**src/rtl/nack_backoff_ctl.sv**
```systemverilog
module nack_backoff_ctl #(
  parameter int DW     = 16,
  parameter int DEPTH  = 4,
  parameter int BW     = 8,
  parameter int MIN_BO = 4,
  parameter int MAX_BO = 64
) (
  input  logic          clk,
  input  logic          rst_n,
  input  logic          in_valid,
  output logic          in_ready,
  input  logic [DW-1:0] in_data,
  output logic          req_valid,
  input  logic          req_ready,
  output logic [DW-1:0] req_data,
  input  logic          retry,
  input  logic          rsp_valid,
  input  logic          rsp_nack,
  input  logic [DW-1:0] rsp_data
);

  localparam int AW = (DEPTH > 1) ? $clog2(DEPTH) : 1;
  localparam int CW = $clog2(DEPTH + 1);
  localparam logic [BW-1:0] BO_LO = BW'(MIN_BO);
  localparam logic [BW-1:0] BO_HI = BW'(MAX_BO);

  logic [DW-1:0] mem [DEPTH];
  logic [AW-1:0] hd_q, tl_q;
  logic [CW-1:0] cnt_q, pend_q, cnt_nxt, pend_nxt;
  logic [BW-1:0] bo_q, bo_nxt, tmr_q;
  logic          wait_q;
  logic          fire, refuse, push, nack, ok;

  function automatic logic [AW-1:0] p_inc(input logic [AW-1:0] p);
    return (p == AW'(DEPTH - 1)) ? '0 : p + 1'b1;
  endfunction

  function automatic logic [AW-1:0] p_dec(input logic [AW-1:0] p);
    return (p == '0) ? AW'(DEPTH - 1) : p - 1'b1;
  endfunction

  assign req_valid = (cnt_q != '0) && !wait_q && (tmr_q == '0);
  assign req_data  = mem[hd_q];
  assign in_ready  = (int'(cnt_q) + int'(pend_q)) < DEPTH;

  assign fire   = req_valid && req_ready;
  assign refuse = req_valid && !req_ready;
  assign push   = in_valid && in_ready;
  assign nack   = rsp_valid && rsp_nack;
  assign ok     = rsp_valid && !rsp_nack;

  assign cnt_nxt  = cnt_q + CW'(push) + CW'(nack) - CW'(fire);
  assign pend_nxt = pend_q + CW'(fire) - CW'(rsp_valid);

  always_comb begin
    bo_nxt = bo_q;
    if (nack) begin
      if (bo_q < BO_LO)
        bo_nxt = BO_LO;
      else if (bo_q < BO_HI)
        bo_nxt = bo_q[BW-1] ? '1 : {bo_q[BW-2:0], 1'b0};
    end else if (ok) begin
      bo_nxt = bo_q >> 2;
    end
  end

  always_ff @(posedge clk) begin
    if (nack) begin
      if (fire) mem[hd_q] <= rsp_data;
      else      mem[p_dec(hd_q)] <= rsp_data;
    end
    if (push) mem[tl_q] <= in_data;
  end

  always_ff @(posedge clk) begin
    if (!rst_n) begin
      hd_q   <= '0;
      tl_q   <= '0;
      cnt_q  <= '0;
      pend_q <= '0;
      bo_q   <= '0;
      tmr_q  <= '0;
      wait_q <= 1'b0;
    end else begin
      cnt_q  <= cnt_nxt;
      pend_q <= pend_nxt;
      bo_q   <= bo_nxt;
      if (push) tl_q <= p_inc(tl_q);
      if (nack && !fire)
        hd_q <= p_dec(hd_q);
      else if (fire && !nack)
        hd_q <= p_inc(hd_q);
      if (refuse)
        wait_q <= 1'b1;
      else if (retry)
        wait_q <= 1'b0;
      if (nack)
        tmr_q <= bo_nxt;
      else if (fire && bo_nxt != '0 && cnt_nxt != '0)
        tmr_q <= bo_nxt;
      else if (tmr_q != '0)
        tmr_q <= tmr_q - 1'b1;
    end
  end

endmodule

```
**config.mk**
```make
export PLATFORM = sky130hd
export DESIGN_NAME = nack_backoff_ctl
export DESIGN_NICKNAME = d
export VERILOG_FILES = /design/src/rtl/nack_backoff_ctl.sv
export SDC_FILE = /design/constraint.sdc
export NUM_CORES = 1
export LEC_CHECK = 0
export CAP_MARGIN = 20
export CORE_MARGIN = 2
export CORE_UTILIZATION = 45
export DETAILED_ROUTE_END_ITERATION = 12
export HOLD_SLACK_MARGIN = 0.08
export PLACE_DENSITY = 0.66
export SLEW_MARGIN = 40
export SYNTH_ARGS = -nofsm -noshare
export SYNTH_HDL_FRONTEND = slang
export SYNTH_SLANG_ARGS = --single-unit
```
**constraint.sdc**
```tcl
create_clock -name clk -period 5.2 [get_ports clk]
set_input_delay 1.04 -clock clk [delete_from_list [all_inputs] [get_ports clk]]
set_output_delay 1.04 -clock clk [all_outputs]
set_load 0.02 [all_outputs]
```
=== After elaboration in Yosys (flattened, before gate mapping) ===
Memory sizes are Yosys's and may differ from the RTL's. A register that Yosys moved wholly into a read port is not among the register bits.
Cells that the tools add are included.

* Multiplexer cells: 28
* $add $sub $neg: 10
* Equality and inequality tests: 2
* Reductions and logical operators: 26
* Order comparisons: 3

{| class="wikitable"
|+ Operator list
! kind !! number
|-
| $mux W8 || 8
|-
| $mux W16 || 1
|-
| $mux W2 || 8
|-
| $reduce_bool A8 Y1 || 2
|-
| $reduce_or A16 Y1 || 1
|-
| $logic_and A1 B1 Y1 || 11
|-
| $mux W1 || 11
|-
| $add A3 B1 Y3 || 3
|-
| $reduce_bool A3 Y1 || 3
|-
| $logic_not A8 Y1 || 1
|-
| $lt A8 B3 Y1 const B || 1
|-
| $lt A8 B7 Y1 const B || 1
|-
| $sub A8 B1 Y8 const B || 1
|-
| $sub A3 B1 Y3 || 2
|-
| $logic_not A1 Y1 || 5
|-
| $add A2 B1 Y2 const B || 2
|-
| $add A3 B3 Y4 || 1
|-
| $eq A2 B2 Y1 const B || 2
|-
| $lt A4 B3 Y1 const B || 1
|-
| $reduce_bool A2 Y1 || 2
|-
| $logic_not A2 Y1 || 1
|-
| $sub A2 B1 Y2 const B || 1
|}

* Input port bits: 39
* Logic and storage cells: 77
* Bits in registers: 27
* Memories: 1
* Output and inout port bits: 18
* Memory bits (writable): 64

{| class="wikitable"
|+ Memories
! name !! depth !! width !! rd ports !! clocked after memory_dff !! write ports !! RTL line !! text
|-
| mem || 4 || 16 || 1 || 1 || 2 || 27 || <nowiki>logic [DW-1:0] mem [DEPTH];</nowiki>
|}

=== Depth between registers and ports, before layout ===
* Depth in word-level cells: 10
* Depth in mapped cells: 16
* Gate-level depth less buffers: 16

=== Worst setup path before layout ===
Ideal clock, no wire load.

* Path kind: register -> register
* Start point: reg pend_q[1]
* End point: reg tmr_q[7]
* Period minus slack after synthesis: 4.088 ns
* Data required time: 5.081 ns
* Setup slack: 1.112 ns
* Path buffers: 1
* Stages on the path, launching flop included: 15
* Library setup time: 0.119 ns
* Arrival: 3.969 ns
* Cell sequence: dfxtp_1 ha_1 and3_1 nor4_1 and2_1 clkbuf_1 inv_1 ha_1 fa_1 inv_1 fa_1 o311ai_4 mux2i_1 o21ai_0 o221a_2

* Word-level cells in the longest chain between the ends: 10
* Elaborated cells on any way between the ends: 11
* Classes of those cells: 4 x add/sub; 1 x order compare; 2 x mux; 4 x reduce/logical

{| class="wikitable"
|+ RTL lines
! item !! RTL line !! text
|-
| start: declaration || 29 || <nowiki>logic [CW-1:0] cnt_q, pend_q, cnt_nxt, pend_nxt;</nowiki>
|-
| start signal: assignment || 86 || <nowiki>pend_q <= pend_nxt;</nowiki>
|-
| $add A3 B3 Y4 (*) || 44 || <nowiki>assign in_ready = (int'(cnt_q) + int'(pend_q)) < DEPTH;</nowiki>
|-
| $lt A4 B3 Y1 (*) || 44 ||
|-
| net in_ready || 11 || <nowiki>output logic in_ready,</nowiki>
|-
| $logic_and A1 B1 Y1 (*) || 48 || <nowiki>assign push = in_valid && in_ready;</nowiki>
|-
| $add A3 B1 Y3 (*) (2 in a row) || 52 || <nowiki>assign cnt_nxt = cnt_q + CW'(push) + CW'(nack) - CW'(fire);</nowiki>
|-
| $sub A3 B1 Y3 (*) || 52 ||
|-
| net cnt_nxt[1] || 29 ||
|-
| $reduce_bool A3 Y1 (*) || 99 || <nowiki>else if (fire && bo_nxt != '0 && cnt_nxt != '0)</nowiki>
|-
| $logic_and A1 B1 Y1 (*) || 99 ||
|-
| $mux W8 || 99 ||
|-
| $mux W8 || 97 || <nowiki>if (nack)</nowiki>
|-
| end signal: assignment || 98 || <nowiki>tmr_q <= bo_nxt;</nowiki>
|-
| end signal: assignment || 100 || <nowiki>tmr_q <= bo_nxt;</nowiki>
|-
| end signal: assignment || 102 || <nowiki>tmr_q <= tmr_q - 1'b1;</nowiki>
|-
| end: declaration || 30 || <nowiki>logic [BW-1:0] bo_q, bo_nxt, tmr_q;</nowiki>
|}

Mark *: on every way through the listed nets, which the timed path passes. The rest lies on a longest branch.
A chain may end at the register's enable or synchronous reset.

=== Worst setup path in the final report ===
* Start point: reg tmr_q[0]
* End point: reg tmr_q[7]

* Word-level cells in the longest chain between the ends: 8
* Elaborated cells on any way between the ends: 13
* Classes of those cells: 2 x add/sub; 3 x mux; 8 x reduce/logical

{| class="wikitable"
|+ RTL lines
! item !! RTL line !! text
|-
| $logic_not A8 Y1 (*) || 42 || <nowiki>assign req_valid = (cnt_q != '0) && !wait_q && (tmr_q == '0);</nowiki>
|-
| $logic_and A1 B1 Y1 (*) || 42 ||
|-
| $logic_and A1 B1 Y1 (*) || 46 || <nowiki>assign fire = req_valid && req_ready;</nowiki>
|-
| $sub A3 B1 Y3 (*) || 52 ||
|-
| net cnt_nxt[1] || 29 ||
|-
| $reduce_bool A3 Y1 (*) || 99 ||
|-
| $logic_and A1 B1 Y1 (*) || 99 ||
|-
| $mux W8 || 99 ||
|-
| $mux W8 || 97 ||
|}

Mark *: on every way through the listed nets, which the timed path passes. The rest lies on a longest branch. The select of a mux whose other input is x is not followed.

==> flow_summary.yaml <==
outcome:
  status: "completed"
cts:
  cts-root-buf: "clkbuf_8"
  cts-resized-gates: 0
  cts_tree: "done"
  ctsHoldBuffers: 0
  post-cts-setup-buffers: 0
  clock_latency_ps: 360
  clock_path_buffers: 2
  clk_pin_slew_worst_paths_ps: 90
  numClockSinks: 93
  cts_max_level: 3
  cts_buffers: 9
sta:
  timing.fmax_ghz: 0.255
  finalHoldViolations: 0
  tightest_slew_ps: 750
  tns_ps: 0
  finalCriticalPeriod_ps: 3920
  slew_violations: 0
  slew_headroom: 0.498
  clock_skew_ps: 6.32
  finalCritPeriodShare: 0.754
  rsz0062_at_grt: "false"
  setup_violations: 0
placed_design:
  gp_congestion: 0.938
  port_buffers: 56
  dp.final_hpwl_um: 6510
  placed_area_um2: 5630
global_route:
  grt_max_degree: 25
  grt_pass1_wl_um: 15700
  grt_pass1_vias: 3103
  antenna_found_initial: 0
  grt-ovfl-total: 0
  grt_usage: 0.176
layout:
  nNetsFinal: 475
  final_area_um2: 5800
  final_util: 0.542
  syn2layout_area_growth_pct: 18.7
  drive_gt1_frac: 0.295
  diodes: 0
pwr:
  power_density_nw_per_um2: 474
  power.internal_mw: 1.80
  combPwrFrac: 0.442
  seq_power_share: 0.395
  clkPwrFrac: 0.164
  swShare: 0.344
  p_leak_nw: 2.08
  switching_power_mw: 0.946
  vdd_drop_max_mv: 0.233
setup_path:
  cpMaxStageDelayCell: "or3b_2"
  cp.arrival_ps: 4180
  critPathRequiredTime_ps: 5460
  path_cells: "inv_1 > ha_1 > or3b_2 > nor4_4 > nand2_1 > inv_1 > ha_1 > fa_1 > inv_1 > fa_1 > o311ai_4 > mux2i_1 > o21ai_0 > o221a_2"
  worstSetupPathType: "reg2reg"
  cp-start-kind: "register"
  cp.buffers_inverters: 3
  critPathMaxFanout: 4
  critPathCaptureType: "register"
  crit_top_cell: "inv_1"
  ff2ff_setup_slack_ps: 1280
  crit_family: "adder cells"
  slowest_delay_ps: 500
detailed_routing:
  wl_met1_um: 4310
  avgRoutedWirePerCell_um: 17.0
  wl_met3_um: 407
  antenna_left: 0
  vias: 3033
  via_per_inst: 5.38
  route.met2.wl_um: 4690
  highest_layer: "met4"
  totalWireLength_um: 9560
  drt_iter0_markers: 154
  drcViolationCount: 0
  first_pass_iters: 4
yosys:
  synth-edff-count: 64
  synthArstFlopShare: 0
  syn_area_um2: 4890
  synth.top_cell.area_share: 0.393
  ys_types: 48
  synth-seq-cells: 93
  syn-instance-count: 363
  postSynthAreaPerCell_um2: 13.5
  yosys.area.top_type: "edfxtp_1"
  synth_ff_type: "edfxtp_1"
  synth-seq-area-share: 0.512
  ys_top_cells_by_area: "edfxtp_1 39%, mux2_2 15%, dfxtp_1 12%, mux4_2 7.4%, ha_1 3.6%"
  yosysWarnings: 0
  syn-num-nets: 419
hold_path:
  hp-class: "reg2reg"
floorplanning:
  start_util: 0.457
  io_pins: 57
  die_h_um: 108
  design.core.area_um2: 10700
  rows: 38
  die_w_um: 108
  die_area_um2: 11700
job:
  cap_violations: 0
power by group through the flow:
stage	registers (mW)	logic, mW	clock network, mW
after floorplan	1.07	0.865	0
after global placement	1.10	1.21	0
after detailed placement	1.11	1.23	0
after CTS	1.09	1.23	0.464
after global routing	1.11	1.33	0.492
final	1.09	1.21	0.450
final timing paths:
check	from	endpoint	cells after the start
worst max-delay path	tmr_q[0]	tmr_q[7]	14
worst min register to register	tl_q[1]	tl_q[1]	2
worst min-delay path	tl_q[1]	tl_q[1]	2
worst max register to register	tmr_q[0]	tmr_q[7]	14
worst register-to-register path: cells and delay by family, from the launching register on:
kind / cells / cell delay, ps
buffers and inverters: 3 / 260
flip-flops: 1 / 330
adder cells (fa/ha/maj): 4 / 1230
AO/OA/AOI/OAI: 3 / 730
AND/OR/NAND/NOR: 3 / 1050
multiplexers: 1 / 220
flip-flops by register name, summed over array words and instances, names as in the netlist, named ones only:
name	count
bo_q	8
cnt_q	3
hd_q	2
mem	64
pend_q	3
tl_q	2
tmr_q	8
wait_q	1
through the flow:
| stage | setup slack [ps] | hold slack (ps) | power (mW) | std cells |
|---|---|---|---|---|
| after global placement | 1140 | 507 | 2.31 | 548 |
| after detailed placement | 1010 | 513 | 2.33 | 548 |
| after global routing | 956 | 557 | 2.93 | 564 |
| after CTS | 1270 | 526 | 2.78 | 564 |
| after floorplan | 1110 | 476 | 1.94 | 363 |
| final | 1280 | 520 | 2.75 | 564 |
cell usage in the layout, fill, tap and decap left out, types with 3 or more instances in the layout:
cell             netlist  routed
mux2_2                64      64
edfxtp_1              64      64
clkdlybuf4s50_1        0      56
inv_1                 28      28
dfxtp_1               29      28
mux4_2                16      16
nand2_1               18      14
ha_1                  14      14
and2_1                10      10
o21ai_0               14      10
xnor2_1               10      10
clkbuf_8               0      10
nor2_1                 9       9
a21oi_1                6       6
nor2b_1                5       5
mux2_4                 5       5
buf_4                  0       5
nor3_1                 4       4
nor4_1                 4       4
nand2_2                0       4
o21a_1                 4       4
o21ai_2                0       4
mux2i_1                3       3
fa_1                   3       3
cell type report:
cell class,count,area [um^2]
Fill cell,913,4890
Sequential cell,93,2500
Multi-Input combinational cell,226,2250
Timing Repair Buffer,61,598
Tap cell,140,175
Clock buffer,11,141
Inverter,28,105
Clock inverter,5,33.8
cell usage after synthesis, types with 2 or more instances:
cell type  number
ha_1           14
or2_2           2
o211ai_1        2
nor4_1          4
inv_1          28
mux2_2         64
mux4_2         16
o2bb2ai_1       2
o311ai_0        2
nor2_1          9
mux2i_1         3
dfxtp_1        29
nor3_1          4
o21a_1          4
nand2_1        18
nor2b_1         5
fa_1            3
mux2_4          5
and3_1          2
edfxtp_1       64
or4_1           2
and2_1         10
nand3b_1        2
o211a_1         2
o22ai_1         2
clkbuf_1       15
a21oi_1         6
xnor2_1        10
nand2b_1        2
o21ai_0        14
cells by family after synthesis:
kind of cell | synth area share
mux | 0.243
fa+ha+maj | 0.0481
buf+inv | 0.0338
compound gates | 0.0658
flops | 0.512
simple gates | 0.0781
xor+xnor | 0.0197
layer usage:
metal  vias up  track usage
met4         0       0.0751
met3        13       0.0265
met5         -            0
li1       1467            -
met2        75        0.288
met1      1478        0.233
Power figures use the tool's default switching activity.
